--- config.mk ---
export PLATFORM = sky130hd
export DESIGN_NAME = intr_io_unit
export DESIGN_NICKNAME = d
export VERILOG_FILES = /design/src/rtl/intr_pkg.sv /design/src/rtl/intr_addr_decode.sv /design/src/rtl/intr_regs.sv /design/src/rtl/intr_io_unit.sv
export SDC_FILE = /design/constraint.sdc
export NUM_CORES = 1
export LEC_CHECK = 0
export ABC_AREA = 1
export BUFFER_PORTS_ARGS = -buffer_cell sky130_fd_sc_hd__buf_2
export CORE_MARGIN = 5
export CORE_UTILIZATION = 56
export CTS_CLUSTER_SIZE = 28
export DETAILED_ROUTE_END_ITERATION = 8
export PLACE_DENSITY = 0.79
export SETUP_SLACK_MARGIN = 0.3
export SYNTH_ARGS = -nofsm -noshare
export SYNTH_HDL_FRONTEND = slang
export SYNTH_HIERARCHICAL = 1
export SYNTH_SLANG_ARGS = --single-unit
--- constraint.sdc ---
create_clock -name clk -period 1.37 [get_ports clk]
set_input_delay 0.274 -clock clk [delete_from_list [all_inputs] [get_ports clk]]
set_output_delay 0.274 -clock clk [all_outputs]
set_load 0.02 [all_outputs]
--- src/rtl/intr_pkg.sv ---
package intr_pkg;
    localparam int DATA_W = 32;
    localparam int ADDR_W = 32;
    localparam int TYPE_W = 5;
    localparam int NUM_W  = 10;
    localparam int OFS_W  = 24;

    typedef enum logic [1:0] {
        LAYOUT_WIDE   = 2'd0,
        LAYOUT_MIDDLE = 2'd1,
        LAYOUT_NARROW = 2'd2
    } layout_e;

    localparam logic [OFS_W-1:0] OFS_PEND  = 24'd0;
    localparam logic [OFS_W-1:0] OFS_SET   = 24'd1;
    localparam logic [OFS_W-1:0] OFS_CLR   = 24'd2;
    localparam logic [OFS_W-1:0] OFS_ENBL  = 24'd3;
endpackage

--- src/rtl/intr_addr_decode.sv ---
module intr_addr_decode
    import intr_pkg::*;
(
    input  logic [1:0]        layout,
    input  logic [TYPE_W-1:0] own_type,
    input  logic [NUM_W-1:0]  own_num,
    input  logic [ADDR_W-1:0] addr,
    input  logic              bcast,
    output logic              hit,
    output logic [OFS_W-1:0]  ofs
);
    logic form_ok;
    logic type_ok;
    logic num_ok;

    always_comb begin
        form_ok = 1'b0;
        type_ok = 1'b0;
        num_ok  = 1'b0;
        ofs     = '0;
        case (layout)
            LAYOUT_WIDE: begin
                form_ok = (addr[31:28] != 4'h0) && (addr[31:28] != 4'hF);
                type_ok = (addr[31:28] == own_type[3:0]);
                num_ok  = (addr[27:24] == own_num[3:0]);
                ofs     = addr[23:0];
            end
            LAYOUT_MIDDLE: begin
                form_ok = (addr[31:29] == 3'b000) && (addr[28:24] != 5'd0);
                type_ok = (addr[28:24] == own_type);
                num_ok  = (addr[23:16] == own_num[7:0]);
                ofs     = {8'd0, addr[15:0]};
            end
            LAYOUT_NARROW: begin
                form_ok = (addr[31:25] == 7'd0) && (addr[24:20] != 5'd0);
                type_ok = (addr[24:20] == own_type);
                num_ok  = (addr[19:10] == own_num);
                ofs     = {14'd0, addr[9:0]};
            end
            default: begin
                form_ok = 1'b0;
            end
        endcase
        hit = form_ok && type_ok && (bcast || num_ok);
    end
endmodule

--- src/rtl/intr_regs.sv ---
module intr_regs
    import intr_pkg::*;
#(
    parameter int W = DATA_W
) (
    input  logic         clk,
    input  logic         rst_n,
    input  logic         wr_set,
    input  logic         wr_clr,
    input  logic         wr_enbl,
    input  logic [W-1:0] wdata,
    output logic [W-1:0] pend,
    output logic [W-1:0] enbl
);
    typedef struct packed {
        logic [W-1:0] pend;
        logic [W-1:0] enbl;
    } state_t;

    state_t st_d, st_q;
    logic [W-1:0] set_vec;
    logic [W-1:0] clr_vec;

    always_comb begin
        set_vec = wr_set ? wdata : '0;
        clr_vec = wr_clr ? wdata : '0;
        st_d      = st_q;
        st_d.pend = set_vec | (st_q.pend & ~clr_vec);
        if (wr_enbl) st_d.enbl = wdata;
    end

    always_ff @(posedge clk or negedge rst_n) begin
        if (!rst_n) st_q <= '0;
        else        st_q <= st_d;
    end

    assign pend = st_q.pend;
    assign enbl = st_q.enbl;

    AST_SET_BITS_LAND: assert property (@(posedge clk) disable iff (!rst_n)
        wr_set |=> ((pend & $past(wdata)) == $past(wdata)));
    AST_CLR_BITS_GONE: assert property (@(posedge clk) disable iff (!rst_n)
        (wr_clr && !wr_set) |=> ((pend & $past(wdata)) == '0));
    AST_PEND_HOLDS: assert property (@(posedge clk) disable iff (!rst_n)
        (!wr_set && !wr_clr) |=> $stable(pend));
    AST_ENBL_HOLDS: assert property (@(posedge clk) disable iff (!rst_n)
        !wr_enbl |=> $stable(enbl));
endmodule

--- src/rtl/intr_io_unit.sv ---
module intr_io_unit
    import intr_pkg::*;
(
    input  logic              clk,
    input  logic              rst_n,
    input  logic [1:0]        cfg_layout,
    input  logic [4:0]        cfg_type,
    input  logic [9:0]        cfg_num,
    input  logic              io_valid,
    input  logic              io_write,
    input  logic              io_bcast,
    input  logic [31:0]       io_addr,
    input  logic [31:0]       io_wdata,
    output logic              rsp_valid,
    output logic [31:0]       rsp_rdata,
    output logic              irq_out
);
    typedef struct packed {
        logic              vld;
        logic [DATA_W-1:0] data;
    } rsp_t;

    logic              hit;
    logic [OFS_W-1:0]  ofs;
    logic              wr_hit, rd_hit;
    logic              wr_set, wr_clr, wr_enbl;
    logic [DATA_W-1:0] pend, enbl;
    rsp_t              rsp_d, rsp_q;

    intr_addr_decode i_dec (
        .layout   (cfg_layout),
        .own_type (cfg_type),
        .own_num  (cfg_num),
        .addr     (io_addr),
        .bcast    (io_bcast),
        .hit      (hit),
        .ofs      (ofs)
    );

    assign wr_hit  = io_valid && io_write && hit;
    assign rd_hit  = io_valid && !io_write && !io_bcast && hit;
    assign wr_set  = wr_hit && (ofs == OFS_SET);
    assign wr_clr  = wr_hit && (ofs == OFS_CLR);
    assign wr_enbl = wr_hit && (ofs == OFS_ENBL);

    intr_regs #(.W(DATA_W)) i_regs (
        .clk     (clk),
        .rst_n   (rst_n),
        .wr_set  (wr_set),
        .wr_clr  (wr_clr),
        .wr_enbl (wr_enbl),
        .wdata   (io_wdata),
        .pend    (pend),
        .enbl    (enbl)
    );

    always_comb begin
        rsp_d.vld  = rd_hit;
        rsp_d.data = '0;
        if (rd_hit) begin
            if (ofs == OFS_PEND)      rsp_d.data = pend;
            else if (ofs == OFS_ENBL) rsp_d.data = enbl;
        end
    end

    always_ff @(posedge clk or negedge rst_n) begin
        if (!rst_n) rsp_q <= '0;
        else        rsp_q <= rsp_d;
    end

    assign rsp_valid = rsp_q.vld;
    assign rsp_rdata = rsp_q.data;
    assign irq_out   = |(pend & enbl);

    AST_RSP_FROM_READ: assert property (@(posedge clk) disable iff (!rst_n)
        rsp_valid |-> $past(io_valid && !io_write && !io_bcast));
    AST_RSP_ONE_CYCLE: assert property (@(posedge clk) disable iff (!rst_n)
        (io_valid && io_write) |=> !rsp_valid);
    AST_IRQ_RISE_CAUSE: assert property (@(posedge clk) disable iff (!rst_n)
        $rose(irq_out) |-> $past(wr_set || wr_enbl));
    AST_IRQ_FALL_CAUSE: assert property (@(posedge clk) disable iff (!rst_n)
        $fell(irq_out) |-> $past(wr_clr || wr_enbl));
    AST_NARROW_FORM: assert property (@(posedge clk) disable iff (!rst_n)
        (wr_hit && cfg_layout == 2'd2) |-> (io_addr[31:25] == 7'd0));
endmodule

**Yosys cells after proc, flatten, opt, wreduce, memory -nomap -nowiden**

Cells that the tools add are included.

- Bitwise gates (word level): 4
- Reduce and logical (&&, ||, !) cells: 24
- Mux-type cells: 9
- Equality and inequality tests: 12

Operators by type and width:

| operator | count |
|---|---|
| two-way mux 32 bit | 5 |
| one-hot mux 24 bit (3 select lines) | 1 |
| bitwise AND 32 bit | 2 |
| == test 24 x 2 -> 1 bit (second input constant) | 2 |
| NOT 32 bit | 1 |
| bitwise OR 32 bit | 1 |
| OR reduction 32 bit | 1 |
| == test 24 x 1 -> 1 bit (second input constant) | 1 |
| logical NOT 24 bit | 1 |
| logical AND 1 bit | 13 |
| == test 10 bit | 1 |
| == test 5 bit | 2 |
| nonzero test 5 bit | 2 |
| one-hot mux 1 bit (3 select lines) | 3 |
| == test 4 bit | 2 |
| == test 8 bit | 1 |
| logical NOT 7 bit | 1 |
| != test 4 bit (second input constant) | 1 |
| nonzero test 4 bit | 1 |
| logical NOT 3 bit | 1 |
| == test 2 x 1 -> 1 bit (second input constant) | 1 |
| == test 2 bit (second input constant) | 1 |
| logical NOT 1 bit | 2 |
| logical NOT 2 bit | 1 |
| logical OR 1 bit | 1 |

- Output and inout port bits: 34
- Flip-flop bits (word level): 97
- Input port bits: 86
- Logic and storage cells: 53

**Logic depth before layout (Yosys ltp)**

Gate-level depths: netlist (run 1).

- Depth after elaboration: 11
- Gate-level depth with buffers: 18
- Depth with buffers taken out: 17

**Hierarchy**

The synthesis (run 1) kept the hierarchy.

Modules (own cells, without submodules):

| module | instances | sequential area each (µm²) | area each (µm²) | cells an instance |
|---|---|---|---|---|
| intr_regs | 1 | 1601.5 | 2613.8 | 301 |
| intr_io_unit | 1 | 825.8 | 2316.0 | 284 |
| intr_addr_decode | 1 | 0.0 | 952.2 | 223 |

**Least setup slack after synthesis (run 1)**

OpenSTA, ideal clock, no wires.

- Kind: input to register
- From: input cfg_layout[0]
- To: register i_regs.st_q (netlist bit i_regs/pend[11])
- Data required time: 1254 ps
- Library setup time: 116 ps
- Arrival: 2530 ps
- Cell stages on the path: 15
- Slack: -1277 ps
- Path buffers: 1
- Cell sequence: inv_1 -> ha_1 -> o21ai_1 -> o21ai_2 -> nand2_1 -> inv_1 -> nor2_1 -> nand2_1 -> nor2_4 -> nand2_4 -> nor4_1 -> buf_6 -> nand2_1 -> nand2_1 -> nand2_1

RTL lines:

| what | RTL line | RTL |
|---|---|---|
| start, declared | intr_io_unit.sv:6 | `input logic [1:0] cfg_layout,` |
| end signal, assigned | intr_regs.sv:34 | `else st_q <= st_d;` |
| end, declared | intr_regs.sv:20 | `state_t st_d, st_q;` |

**Worst setup path after layout (run 1)**

- From: input cfg_layout[0]
- To: register i_regs.st_q (netlist bit i_regs/enbl[10])

- Elaborated cells between the ends (all ways): 13
- Classes of those cells: 3 x eq/ne; 4 x mux; 6 x reduce/logical

RTL lines:

| what | RTL line | RTL |
|---|---|---|
| == test 2 bit (tied with other cells) | intr_addr_decode.sv:21 | `case (layout)` |
| one-hot mux 24 bit (3 select lines) (*) | intr_addr_decode.sv:21 |  |
| named net ofs[3] | intr_io_unit.sv:24 | `logic [OFS_W-1:0] ofs;` |
| == test 24 x 2 -> 1 bit (*) | intr_io_unit.sv:44 | `assign wr_enbl = wr_hit && (ofs == OFS_ENBL);` |
| logical AND 1 bit (*) | intr_io_unit.sv:44 |  |
| named net wr_enbl | intr_io_unit.sv:26 | `logic wr_set, wr_clr, wr_enbl;` |

Mark *: on every way through the listed nets, which the timed path passes. The rest lies on a longest branch.
A chain may end at the register's enable or synchronous reset.

==> results of run 1 <==
cells in the final DEF (no fill, tap or decap), drive strengths merged:
cell type / count
a21boi: 2
a21oi: 35
a22o: 13
buf: 252
clkbuf: 21
clkinvlp: 4
dfrtp: 97
diode: 1
dlygate4sd3: 1
ha: 4
inv: 130
nand2: 312
nand3: 17
nand4: 35
nor2: 82
nor3: 3
nor4: 2
o211ai: 1
o21ai: 42
xnor2: 1
xor2: 2
registers in the layout (all words and copies together), names as in the netlist:
| register | flops |
|---|---|
| rsp_rdata | 32 |
| rsp_valid | 1 |
| i_regs/enbl | 32 |
| i_regs/pend | 32 |
stage by stage:
step | total power, mW | setup slack, ps | hold slack [ps] | TNS [ps]
final | 5.87 | -914 | 116 | -76810
after global routing | 6.07 | -970 | 110 | -83170
after CTS | 5.65 | -649 | 112 | -57300
after detailed placement | 3.87 | -1190 | 231 | -105220
after global placement | 3.85 | -1090 | 228 | -99310
after floorplan | 3.42 | -817 | -21.6 | -64250
cells in the mapped netlist (all sizes together):
cell type	n
o211ai	1
xor2	2
dfrtp	97
o21ai	42
buf	32
a21oi	35
nand4	35
a21boi	2
nor2	82
xnor2	1
nand3	17
ha	4
nand2	312
a22o	13
nor4	2
nor3	3
inv	128
worst min path at each step:
stage               depth (start not counted)  slack [ps]         endpoint          from
floorplan                                   0         -20   i_regs/enbl[0]         rst_n
global placement                            1         230    rsp_rdata[26]         rst_n
detailed placement                          1         230    rsp_rdata[27]         rst_n
CTS                                         3         110  i_regs/pend[14]  io_wdata[14]
global route                                3         110  i_regs/pend[14]  io_wdata[14]
finish                                      3         120  i_regs/pend[14]  io_wdata[14]
area by class of cell:
type | instances | area [sq um] | area share, %
clock inverter | 6 | 50.0 | 0.561
sequential | 97 | 2430 | 27.2
timing repair buffer | 264 | 2450 | 27.4
inverter | 128 | 505 | 5.66
tap | 136 | 170 | 1.91
multi-input combinational | 551 | 3200 | 35.8
clock buffer | 10 | 128 | 1.43
antenna | 1 | 2.50 | 0.0280
repair_timing:
action	4_1_cts	5_1_grt
resized for setup	118	65
hold endpoints to repair	26	0
pin swaps	35	20
hold buffers	1	0
setup endpoints to repair	131	131
cloned	4	12
buffers inserted	12	11
cell families (layout without fill, tap and decap cells):
| group | count (synthesis) | in the layout | synth area share (%) |
|---|---|---|---|
| buffers and inverters | 160 | 408 | 12.8 |
| AOI/OAI and AO/OA | 93 | 93 | 10.8 |
| DFF | 97 | 97 | 41.3 |
| adders and majority gates | 4 | 4 | 0.851 |
| xor gates and xnor gates | 3 | 3 | 0.447 |
| other | 0 | 1 | 0 |
| and+or+nand+nor | 451 | 451 | 33.8 |
power groups by stage:
stage | combinational, mW | sequential (mW) | clock (mW)
after floorplan | 0.505 | 2.92 | 0
after global placement | 0.936 | 2.92 | 0
after detailed placement | 0.949 | 2.92 | 0
after CTS | 0.989 | 2.86 | 1.80
after global routing | 1.25 | 2.86 | 1.96
final | 1.17 | 2.86 | 1.84
layer usage:
layer / up-vias / routed length (um) / part of all wire (%) / GRT usage, %
li1: 2989 / - / - / -
met1: 3166 / 7800 / 35 / 31.8
met2: 438 / 11100 / 50 / 49.5
met3: 115 / 1820 / 8.3 / 5.71
met4: 0 / 1320 / 6.0 / 9.78
met5: - / 0 / 0 / 0
critical path, cell delays in order:
cell                        delay (ps)
sky130_fd_sc_hd__buf_8             110
sky130_fd_sc_hd__buf_6             110
sky130_fd_sc_hd__ha_4              160
sky130_fd_sc_hd__o21ai_4           180
sky130_fd_sc_hd__o21ai_4            90
sky130_fd_sc_hd__buf_4             150
sky130_fd_sc_hd__buf_6             130
sky130_fd_sc_hd__nand2_2            60
sky130_fd_sc_hd__inv_2              50
sky130_fd_sc_hd__nor2_4            120
sky130_fd_sc_hd__nand4_2           260
sky130_fd_sc_hd__nor3_4            310
sky130_fd_sc_hd__buf_4             180
sky130_fd_sc_hd__clkbuf_16         160
sky130_fd_sc_hd__nand2_1            60
sky130_fd_sc_hd__o21ai_1           150
==> results.md, run 1 <==
- The max-slew violation count is 0.
- The mean post-synth cell area is 7.28 sq um.
- The post-synthesis cell type with the largest combined area is sky130_fd_sc_hd__dfrtp_1.
- The wire length of the first global-routing pass is 28000 um.
- After technology mapping, the gate count stands at 808.
- The net count of the finished layout is 1141.
- The worst register-to-register path begins at i_regs/enbl[2].
- The total grt overflow is 0.
- For this design the total switching power over the nets is 1.89 mW.
- The total detailed-routing wirelength is 22100 um.
- The detailed-router iteration count before antenna repair is 5.
- The run finished, with violations left.
- The number of levels the H-tree was split into is 3.
- Once detailed placement completed, the half-perimeter wirelength came to 11500 um.
- The row count is 37.
- The critical path starts at cfg_layout[0].
- The synthesized netlist contains 31 unique library cells.
- The setup slack of the critical path after layout is -914 ps.
- The initial antenna violation count came to 1.
- The number of register bits inferred by synthesis is 97.
- Across all register-to-register paths, the minimum setup slack is 290 ps.
- The detailed router's first-iteration violation count is 519.
- The worst IR drop on VDD is 0.000576 V.
- In this run the tool buffered the top-level ports with 119 buffer cells.
- The portion of synthesized cell area occupied by the leading cell type is 41.3%.
- The worst reg-to-reg path cell count is 5.
- The number of buffers inserted during clock tree synthesis is 9.
- Cells fill 86.9% of the core in the end.
- The post-place instance area is 7570 sq um.
- The cell at the root of the clock tree is sky130_fd_sc_hd__clkbuf_8.
- The checks that failed: negative setup slack.
- In this run switching power makes up 32.2% of total power.
- After layout, the worst path uses 167% of the clock period.
- The CTS clock-pin slew for the worst setup and hold paths is 120 ps.
- Of the total power, the clock network draws 31.4%.
- The proportion of synthesized chip area in sequential cells is 41.3%.
- The net count of the mapped netlist is 898.
- The worst flop-to-flop path endpoint is rsp_rdata[2].
- The upper clock frequency limit is 438 MHz.
- The number of max-cap violations is 0.
- Internal power comes to 3.98 mW.
- Combinational logic is responsible for 19.8% of the overall power.
- The cell leakage power is 4.95 nW.
- In this run the power density over the cells is 658 nW/um^2.
- The total vias in the final route is 6708.
- The finished layout holds 1193 standard cells, fillers aside.
- The Yosys warning count is 6.
- From left edge to right edge, the die measures 112 um.
- The die span in y is 112 um.
- The sort of element at the start of the critical path is an input port.
- The count of boundary I/O pins is 120.
- Setup repair after global routing could not meet its margin everywhere.
- Per report_power, the sequential group accounts for 48.7% of the total.
- Counting every sink on the clock net gives 97.
- The worst setup path is captured at a flop.
- In the final routed layout, each cell accounts on average for 18.5 um.
- The global-route total usage across every layer is 27.3%.
- The placeable core area is 10300 sq um.
- The starting density of the core is 57.2%.
- The total DRC errors in the routed layout is 0.
- Data arrives at the worst endpoint at 2570 ps.
- Summing all non-filler instances in the final layout gives an area of 8930 sq um.
- The number of global-route vias before repair is 6089.
- The highest net fanout along the worst path is 14.
- In the final layout, the share of cells above drive strength 1 is 40.1%.
- STA puts the critical path data required time at 1650 ps.
- The final hold violation count came to 0.
- In this run, placement finished with an instance count of 1136.
- The capturing instance or port of the critical path is i_regs/enbl[10].
- The type of the setup path with the least slack is in -> reg.
- Counting the fill cells in the layout gives 506.
- The clock network latency to the later pin of the worst-skew pair is 380 ps.
- The floorplan step defined a die boundary enclosing 12700 sq um.
- The global placer's final weighted congestion is 0.922.
- Compared with the post-synthesis result, the final layout area differs by 51.8%.
- The min-delay analysis places its worst path in the category in -> reg.
- Setup violations remaining at the end of the flow were counted as 98.
- The post-route clock skew is 17.0 ps.
- The netlist area before placement is 5880 sq um.
- The routed design could run at a clock period as short as 2280 ps.
- The largest net degree at the start of global routing is 33.
- The worst slew margin relative to its limit is 69.2%.
- The transition time at the pin with the least slew margin is 462 ps.
- In this run the remaining antenna-violating nets after routing total 0.
- TritonCTS built the clock tree.
- Dividing the detail-routed via count by the number of cells gives 5.62.
- After synthesis, the cell types taking the most area are sky130_fd_sc_hd__dfrtp_1, sky130_fd_sc_hd__nand2_1, sky130_fd_sc_hd__inv_1, sky130_fd_sc_hd__nor2_1, sky130_fd_sc_hd__a21oi_2.
- The clock passes through at most 2 buffers.
No activity file was read; power rests on OpenSTA's default activity.
==> inputs of run 2 (changes only) <==
--- a/config.mk
+++ b/config.mk
@@ -8,12 +8,12 @@
 export ABC_AREA = 1
 export BUFFER_PORTS_ARGS = -buffer_cell sky130_fd_sc_hd__buf_2
 export CORE_MARGIN = 5
-export CORE_UTILIZATION = 56
+export CORE_UTILIZATION = 55
 export CTS_CLUSTER_SIZE = 28
 export DETAILED_ROUTE_END_ITERATION = 8
 export PLACE_DENSITY = 0.79
 export SETUP_SLACK_MARGIN = 0.3
+export SKIP_LAST_GASP = 1
 export SYNTH_ARGS = -nofsm -noshare
 export SYNTH_HDL_FRONTEND = slang
-export SYNTH_HIERARCHICAL = 1
 export SYNTH_SLANG_ARGS = --single-unit
==> run 2 against run 1 <==
The flow now stops in 4_1_cts. Synthesized cell count is 8.4% lower. Area after synthesis is 7.3% lower.
==> results.md, run 2 <==
- The number of flops mapped to enable cells by yosys is 0 (unchanged).
- The number of gates resized after cts is 254 (+120%).
- The number of distinct library cell variants in the gate-level netlist after synthesis is 37 (+19%).
- The number of buffers inserted during clock tree synthesis came to 9 (unchanged).
- The global placer's final weighted congestion is 0.929 (+0.84%).
- The clock sink count is 97 (unchanged).
- The mean post-synth cell area is 7.37 sq um (+1.2%).
- The share of synthesized registers carrying an async set or reset came to 100% (unchanged).
- The number of hold buffers added after CTS is 1 (unchanged).
- The count of boundary I/O pins is 120 (unchanged).
- The maximum clock path buffer count came to 2 (unchanged).
- The netlist area before placement is 5450 sq um (-7.3%).
- The net count of the mapped netlist was 830 (-7.6%).
- The starting density of the core was 56.0% (-1.2 points).
- The count of port buffers added during placement is 119 (unchanged).
- The biggest area contributor in the post-synthesis netlist is sky130_fd_sc_hd__dfrtp_1.
- The number of register bits inferred by synthesis came to 97 (unchanged).
- The cell at the root of the clock tree is sky130_fd_sc_hd__clkbuf_8.
- The portion of synthesized cell area occupied by the leading cell type is 44.5% (+3.3 points).
- For this run, the leading register cell type out of synthesis is sky130_fd_sc_hd__dfrtp_1.
- After synthesis, the most frequently instantiated cells are sky130_fd_sc_hd__nand2_1, sky130_fd_sc_hd__dfrtp_1, sky130_fd_sc_hd__nand4_1.
- The Yosys warning count is 0 (-6).
- The number of buffers inserted by post-CTS setup repair is 59 (+47).
- The proportion of synthesized chip area in sequential cells is 44.5% (+3.3 points).
- The half-perimeter wire length after placement was 11500 um (+0.21%).
- The tool reported: "[ERROR DPL-0033] detailed placement checks failed during check placement".
- The flow stopped in 4_1_cts.
- After synthesis, the cell types taking the most area are sky130_fd_sc_hd__dfrtp_1, sky130_fd_sc_hd__nand2_1, sky130_fd_sc_hd__nand4_1, sky130_fd_sc_hd__o21ai_1, sky130_fd_sc_hd__nor2_1.
- The die span in y came to 110 um (-2.6%).
- The width of the chip is 110 um (-2.6%).
- The number of levels the H-tree was split into is 3 (unchanged).
- The row count is 36 (-2.7%).
- The run stopped with a tool error.
- Among all cell types in the netlist, the one instantiated most often is sky130_fd_sc_hd__nand2_1.
- The cell count after synthesis is 740 (-8.4%).
-- run 2: through the flow --
step           setup WS, ps  instance area (sq um)  cells  utilization [%]  hold slack (ps)
2_1_floorplan          -349                   5630    740                -            -21.6
3_3_place_gp           -788                   7090   1068             72.8              181
3_5_place_dp           -849                   7090   1068             72.8              188
-- run 2: kinds of logic after synthesis --
group / Yosys count / synth area share, %
AND/OR/NAND/NOR: 433 / 35.2
adder cells (fa/ha/maj): 4 / 0.918
AO/OA/AOI/OAI: 87 / 9.07
buffers and inverters: 114 / 9.48
XOR/XNOR: 5 / 0.803
flip-flops: 97 / 44.5
==> inputs of run 3 (changes only) <==
--- a/config.mk
+++ b/config.mk
@@ -8,11 +8,9 @@
 export ABC_AREA = 1
 export BUFFER_PORTS_ARGS = -buffer_cell sky130_fd_sc_hd__buf_2
 export CORE_MARGIN = 5
-export CORE_UTILIZATION = 55
-export CTS_CLUSTER_SIZE = 28
+export CORE_UTILIZATION = 40
 export DETAILED_ROUTE_END_ITERATION = 8
-export PLACE_DENSITY = 0.79
-export SETUP_SLACK_MARGIN = 0.3
+export PLACE_DENSITY_LB_ADDON = 0.15
 export SKIP_LAST_GASP = 1
 export SYNTH_ARGS = -nofsm -noshare
 export SYNTH_HDL_FRONTEND = slang
==> run 3 against run 2 <==
The flow now finishes, with violations (negative setup slack). Area after synthesis unchanged. Synthesized cell count unchanged.
==> results.md, run 3 <==
- The endpoint identified for the worst register-to-register timing path is rsp_rdata[5].
- Clock-pin slew was measured on the worst setup and hold paths at 70 ps.
- Measured against its own limit, the worst slew margin works out to 69.1%.
- The launch instance of the worst min-delay path is io_wdata[1].
- The flow ran to the end, but the final reports show violations.
- After detailed routing, the average wire length per cell comes to 18.7 um.
- The number of max-cap violations is 0.
- The part of the total power dissipated in combinational logic is 16.8%.
- The most frequent cell after synthesis is sky130_fd_sc_hd__nand2_1.
- The total detailed-routing wirelength is 22200 um.
- The cell leakage power is 4.91 nW.
- The worst reg-to-reg path cell count is 6.
- The worst flop-to-flop path startpoint is i_regs.enbl[5].
- Sorting the synthesized cells by area gives the leading types as sky130_fd_sc_hd__dfrtp_1, sky130_fd_sc_hd__nand2_1, sky130_fd_sc_hd__nand4_1, sky130_fd_sc_hd__o21ai_1, sky130_fd_sc_hd__nor2_1.
- The share of synthesized registers carrying an async set or reset is 100% (unchanged).
- The number of global-route vias before repair is 6347.
- The initial antenna violation count is 1.
- The post-synthesis cell type with the largest combined area is sky130_fd_sc_hd__dfrtp_1.
- The maximum clock path buffer count is 2 (unchanged).
- The number of distinct library cell variants in the gate-level netlist after synthesis came to 37 (unchanged).
- The repair_antennas step left the layout with diodes totalling 0.
- The final cycle utilization of the critical path is 153%.
- The number of buffers inserted during clock tree synthesis is 9 (unchanged).
- Cell internal power was estimated by the tool at 4.73 mW.
- The critical path arrival is 1820 ps.
- The depth of the worst hold-timing path is 3.
- For this design the total switching power over the nets is 1.85 mW.
- The die covers 16100 sq um.
- The overall power is 6.58 mW.
- For the final database, setup skew stands at 7.23 ps.
- Of the total power, the clock network draws 39.7%.
- The net count of the finished layout is 1094.
- The half-perimeter wire length after placement came to 12200 um (+5.7%).
- The total grt overflow is 0.
- The count of nets left with antenna violations once routing finished came out at 0.
- The detailed router's first-iteration violation count is 459.
- The routed design could run at a clock period as short as 2090 ps.
- The transition time at the pin with the least slew margin is 463 ps.
- STA classifies the critical path endpoint as a primary output.
- Dividing the detail-routed via count by the number of cells gives 5.46.
- Ranked by instance count, the synthesized netlist is headed by sky130_fd_sc_hd__nand2_1, sky130_fd_sc_hd__dfrtp_1, sky130_fd_sc_hd__nand4_1.
- The starting density of the core is 41.0% (-15 points).
- Setup violations remaining at the end of the flow were counted as 98.
- The detailed-router iteration count before antenna repair is 5.
- Across the VDD grid, the largest voltage drop is 0.000484 V.
- The leading cell type in the layout, fill and taps excluded is sky130_fd_sc_hd__nand2_1.
- For this run, the leading register cell type out of synthesis is sky130_fd_sc_hd__dfrtp_1.
- The library cells used most frequently in the layout, excluding fill and tap cells, are sky130_fd_sc_hd__nand2_1, sky130_fd_sc_hd__buf_2, sky130_fd_sc_hd__dfrtp_1, sky130_fd_sc_hd__buf_4, sky130_fd_sc_hd__nand4_1.
- The number of register bits inferred by synthesis came to 97 (unchanged).
- For the worst setup path, the data required time is 1100 ps.
- The netlist area before placement is 5450 sq um (unchanged).
- Registers are responsible for 43.5% of the overall power.
- The row count is 42 (+17%).
- The highest net fanout along the worst path is 2.
- The max-slew violation count came to 0.
- The clock network latency to the later pin of the worst-skew pair is 360 ps.
- Setup repair after global routing could not meet its margin everywhere.
- The total DRC errors in the routed layout is 0.
- The wire length of the first global-routing pass is 32400 um.
- The path class of the tightest hold or removal check is in -> reg.
- The final hold violation count is 0.
- The number of flops mapped to enable cells by yosys is 0 (unchanged).
- The net count of the mapped netlist was 830 (unchanged).
- The Yosys warning count was 0 (unchanged).
- The proportion of synthesized chip area in sequential cells was 44.5% (unchanged).
- The setup path with the least slack is of type reg -> out.
- The worst hold path terminates at i_regs.enbl[1].
- The sort of element at the start of the critical path is a flop.
- The global-route total usage across every layer is 25.3%.
- The tree is rooted in a sky130_fd_sc_hd__clkbuf_16.
- The count of port buffers added during placement was 119 (unchanged).
- The checks that failed: negative setup slack.
- The clock sink count is 97 (unchanged).
- In this run the register-to-register setup slack is 290 ps.
- The count of boundary I/O pins came to 120 (unchanged).
- The CTS tree is built.
- The filler cells instantiated in the layout total 1017.
- From synthesis to final layout, the design area changed by 70.0%.
- Power spread over the standard cell area amounts to 711 nW/um^2.
- The largest net degree at the start of global routing is 64.
- The share of total power consumed by net switching is 28.1%.
- The mean post-synth cell area was 7.37 sq um (unchanged).
- For this block, the via count after detailed routing is 6472.
- Derived from the worst setup path, the maximum achievable clock frequency is 478 MHz.
- The cell count after synthesis was 740 (unchanged).
- The die span in y is 127 um (+16%).
- The width of the chip is 127 um (+16%).
- Setup slack on the critical path of the routed design comes to -721 ps.
- The number of levels the H-tree was split into is 3 (unchanged).
- For this run, the share of the core covered by cells in the final layout is 69.7%.
- The placeable core area is 13300 sq um.
- The pre-CTS setup slack is -811 ps (+37.3 ps).
- The share of final-layout standard cells stronger than drive strength 1 is 48.0%.
- The global placer's final weighted congestion was 0.887 (-4.6%).
- The portion of synthesized cell area occupied by the leading cell type is 44.5% (unchanged).
-- run 3: layout make-up --
| type | count | area (sq um) | share of cell area (%) |
|---|---|---|---|
| clock buffers | 9 | 225 | 2.43 |
| well taps | 176 | 220 | 2.38 |
| inverters | 76 | 322 | 3.47 |
| clock inverters | 7 | 67.6 | 0.729 |
| multi-input cells | 529 | 3320 | 35.9 |
| repair buffers | 291 | 2680 | 28.9 |
| flip-flops and latches | 97 | 2430 | 26.2 |
-- run 3: worst max path at each step --
stage	cells after the start	endpoint	from
after floorplan	16	i_regs.pend[23]	cfg_layout[0]
after global placement	12	i_regs.pend[13]	cfg_layout[0]
after detailed placement	17	i_regs.pend[18]	cfg_layout[0]
after CTS	7	irq_out	i_regs.pend[5]
after global routing	5	irq_out	i_regs.pend[23]
final	5	irq_out	i_regs.pend[23]
-- run 3: cells by family after synthesis --
family	synth area share, %
AND/OR/NAND/NOR	35.2
buffers and inverters	9.48
flip-flops	44.5
AO/OA/AOI/OAI	9.07
XOR/XNOR	0.803
adder cells (fa/ha/maj)	0.918
-- run 3: worst max-delay path: stages, from the launching register on --
cell	delay, ps
sky130_fd_sc_hd__dfrtp_1	400
sky130_fd_sc_hd__a22o_1	290
sky130_fd_sc_hd__a221oi_2	200
sky130_fd_sc_hd__nand4_1	150
sky130_fd_sc_hd__or2_4	290
sky130_fd_sc_hd__buf_6	130
-- run 3: power groups by stage --
stage	Clock, mW	Combinational [mW]	Sequential (mW)
final	2.62	1.11	2.86
after global routing	2.75	1.21	2.86
after CTS	2.61	0.952	2.86
after detailed placement	0	0.867	2.92
after global placement	0	0.850	2.92
after floorplan	0	0.415	2.92
-- run 3: what timing repair did --
item / in CTS / in global routing
buffers inserted: 25 / 17
setup endpoints to repair: 98 / 98
gates cloned: 19 / 7
gates resized for setup: 147 / 143
hold endpoints to repair: 64 / 0
pin swaps: 61 / 54
hold buffers: 1 / 0
-- run 3: stage by stage --
| step | TNS [ps] | instance area [sq um] | hold slack, ps | cells |
|---|---|---|---|---|
| final | -49720 | 9270 | 170 | 1185 |
| after global routing | -60640 | 9270 | 180 | 1185 |
| after CTS | -39230 | 8740 | 165 | 1176 |
| after detailed placement | -73690 | 7220 | 70.9 | 1115 |
| after global placement | -68970 | 7220 | 70.7 | 1115 |
| after floorplan | -29100 | 5630 | -21.6 | 740 |
-- run 3: layer usage --
layer / share of wire [%] / up-vias / track usage, %
met1: 38 / 3129 / 30.7
met2: 50 / 292 / 43.9
met4: 4.9 / 2 / 11.0
met3: 7.2 / 95 / 4.67
met5: 0.032 / - / 0
li1: - / 2954 / -
==> inputs of run 4 (changes only) <==
--- a/config.mk
+++ b/config.mk
@@ -11,6 +11,7 @@
 export CORE_UTILIZATION = 40
 export DETAILED_ROUTE_END_ITERATION = 8
 export PLACE_DENSITY_LB_ADDON = 0.15
+export REMOVE_ABC_BUFFERS = 1
 export SKIP_LAST_GASP = 1
 export SYNTH_ARGS = -nofsm -noshare
 export SYNTH_HDL_FRONTEND = slang
==> run 4 against run 3 <==
The run still ends with negative setup slack left. Critical path depth unchanged. Sequential power about the same. Via count down 1.7%. Register-to-register slack improved by 80 ps. Wire length is 1.3% lower. Critical endpoint unchanged.
==> results.md, run 4 (synthesis results as in run 3) <==
- The remaining number of nets flagged by the antenna check after routing is 0 (unchanged).
- The CTS clock-pin slew for the worst setup and hold paths is 70 ps (about the same).
- The critical path arrival is 1740 ps (-80 ps).
- The category of the worst setup path capture point is a primary output.
- The upper clock frequency limit came to 498 MHz (+4.1%).
- The total vias in the final route is 6359 (-1.7%).
- The worst slew margin relative to its limit was 74.7% (+5.6 points).
- The number of nets in the finished design is 1087 (-0.64%).
- The clock sink count is 97 (unchanged).
- The run finished, with violations left.
- The share of total power in the clock network came to 37.2% (-2.5 points).
- The number of max-cap violations was 0 (unchanged).
- The post-route clock skew is 8.44 ps (+1.21 ps).
- The setup violation total in the final timing report was 98 (unchanged).
- The clock network latency to the later pin of the worst-skew pair is 350 ps (about the same).
- The count of port buffers added during placement was 119 (unchanged).
- STA classifies the critical path startpoint as a flop.
- The most critical setup path has its startpoint at i_regs.pend[23].
- The highest net fanout along the worst path was 2 (unchanged).
- The width of the chip is 127 um (unchanged).
- The final hold violation count is 0 (unchanged).
- The setup TNS after final layout is -48740 ps (+981 ps).
- The global-route total usage across every layer is 25.7% (+0.42 points).
- The share of total power consumed by net switching came to 27.9% (-0.17 points).
- The CTS tree is built.
- The power density over the cells is 697 nW/um^2 (-1.9%).
- The detailed-router iteration count before antenna repair came to 5 (unchanged).
- The number of global-route vias before repair is 6209 (-2.2%).
- The share of power burned in registers was 44.1% (+0.6 points).
- The checks that failed: negative setup slack.
- The mean routed wirelength per cell is 18.6 um (-0.79%).
- The starting density of the core came to 41.0% (unchanged).
- The largest net degree at the start of global routing is 65 (+1.6%).
- The per-cell via count in the routed design is 5.39 (-1.2%).
- The top cell types in the final layout, fill and taps aside, are sky130_fd_sc_hd__nand2_1, sky130_fd_sc_hd__buf_2, sky130_fd_sc_hd__dfrtp_1.
- The worst path required time is 1100 ps (about the same).
- The wire length of the first global-routing pass was 32700 um (+1.0%).
- The maximum clock path buffer count is 2 (unchanged).
- By startpoint and endpoint, the worst setup path is classified as reg -> out.
- The detailed router's first-iteration violation count is 574 (+25%).
- Setup repair after global routing could not meet its margin everywhere.
- The setup slack of the critical path after layout is -639 ps (+81.9 ps).
- The power spent charging and discharging nets came to 1.81 mW (-2.0%).
- The die outline area is 16100 sq um (unchanged).
- The count of boundary I/O pins came to 120 (unchanged).
- The library cell used most frequently in the layout, excluding fill and tap cells, is sky130_fd_sc_hd__nand2_1.
- The share of final-layout standard cells stronger than drive strength 1 is 48.0% (about the same).
- In this run the most critical hold path is launched from io_wdata[29].
- The internal power is 4.68 mW (-1.2%).
- The cell sitting at the root of the clock tree is a sky130_fd_sc_hd__clkbuf_16.
- The worst IR drop on VDD came to 0.000593 V (+22%).
- The initial antenna violation count is 2 (+1).
- The number of levels the H-tree was split into is 3 (unchanged).
- The number of cells in the finished layout apart from fillers is 1179 (-0.51%).
- The path class of the tightest hold or removal check is in -> reg.
- The final cycle utilization of the critical path is 147% (-6.0 points).
- The total grt overflow was 0 (unchanged).
- Compared with the post-synthesis result, the final layout area differs by 70.8%.
- The number of placed cells counting well taps was 1098 (-1.5%).
- The final core utilization is 70.0% (+0.32 points).
- The part of the total power dissipated in combinational logic was 18.7% (+1.9 points).
- The cell leakage power is 4.87 nW (-0.80%).
- The number of buffers inserted during clock tree synthesis is 9 (unchanged).
- The minimum clock period is 2010 ps (-81.9 ps).
- The die span in y was 127 um (unchanged).
- The placeable core area is 13300 sq um (unchanged).
- The total DRC errors in the routed layout is 0 (unchanged).
- The max-slew violation count is 0 (unchanged).
- The half-perimeter wire length after placement is 11400 um (-6.5%).
- The worst flop-to-flop path startpoint is i_regs.pend[23].
- The global placer's final weighted congestion is 0.889 (+0.32%).
- The transition time at the pin with the least slew margin is 379 ps (-84.3 ps).
- The total detailed-routing wirelength is 21900 um (-1.3%).
- The row count was 42 (unchanged).
==> run 4: changes by cell type in the layout (fill, tap and decap cells not counted), sizes merged <==
cell / before / now
clkinvlp: 0 / 1
clkbuf: 14 / 18
clkinv: 7 / 3
diode: 0 / 1
bufinv: 1 / 0
buf: 285 / 278
==> run 4: routing by layer <==
metal,track usage [%],vias to the layer above,wire length [um],part of all wire [%]
li1,-,2946,-,-
met1,32.2,3060,8530,39
met5,0,-,11,0.050
met4,9.84,2,784,3.6
met3,6.26,69,1600,7.3
met2,43.0,282,11000,50
==> run 4: worst max-delay path, cell delays in order, from the launching register on <==
cell and delay [ps]:
sky130_fd_sc_hd__dfrtp_1 380, sky130_fd_sc_hd__a22o_1 250, sky130_fd_sc_hd__a221oi_2 200, sky130_fd_sc_hd__nand4_1 150
sky130_fd_sc_hd__or2_4 260, sky130_fd_sc_hd__buf_6 130
==> run 4: power groups by stage <==
stage / sequential, mW / clock, mW / combinational [mW]
finish: 2.86 / 2.41 / 1.21
global route: 2.86 / 2.56 / 1.31
CTS: 2.86 / 2.43 / 1.03
detailed placement: 2.92 / 0 / 0.797
global placement: 2.92 / 0 / 0.779
floorplan: 2.92 / 0 / 0.358
==> run 4: final timing paths <==
| check | slack [ps] | cells after the start | endpoint |
|---|---|---|---|
| max in group asynchronous | 460 | 3 | i_regs.enbl[4] |
| worst max-delay path | -640 | 5 | irq_out |
| worst min-delay path | 170 | 3 | i_regs.enbl[29] |
| worst min register to register | 570 | 2 | i_regs.enbl[27] |
| min in group asynchronous | 370 | 2 | i_regs.pend[31] |
| worst max register to register | 370 | 4 | rsp_rdata[23] |
==> run 4: per-stage QoR <==
step	hold slack (ps)	setup WS, ps	power [mW]	instance area (sq um)
final	170	-639	6.49	9310
after global routing	167	-758	6.73	9310
after CTS	163	-656	6.32	8870
after detailed placement	210	-842	3.72	6950
after global placement	210	-801	3.70	6950
after floorplan	-21.6	-1580	3.28	5220
==> run 4: timing repair <==
action	in CTS	in global routing
cloned	25	7
hold endpoints to repair	21	0
resized for setup	184	132
hold buffers	1	0
setup endpoints to repair	98	98
setup buffers	34	14
pin swaps	64	37
==> run 4: layout make-up <==
cell class / instances / area (sq um)
Clock inverter: 3 / 25.0
Multi-Input combinational cell: 529 / 3360
Tap cell: 176 / 220
Sequential cell: 97 / 2430
Fill cell: 994 / 3990
Timing Repair Buffer: 284 / 2720
Antenna cell: 1 / 2.50
Clock buffer: 13 / 250
Inverter: 76 / 303
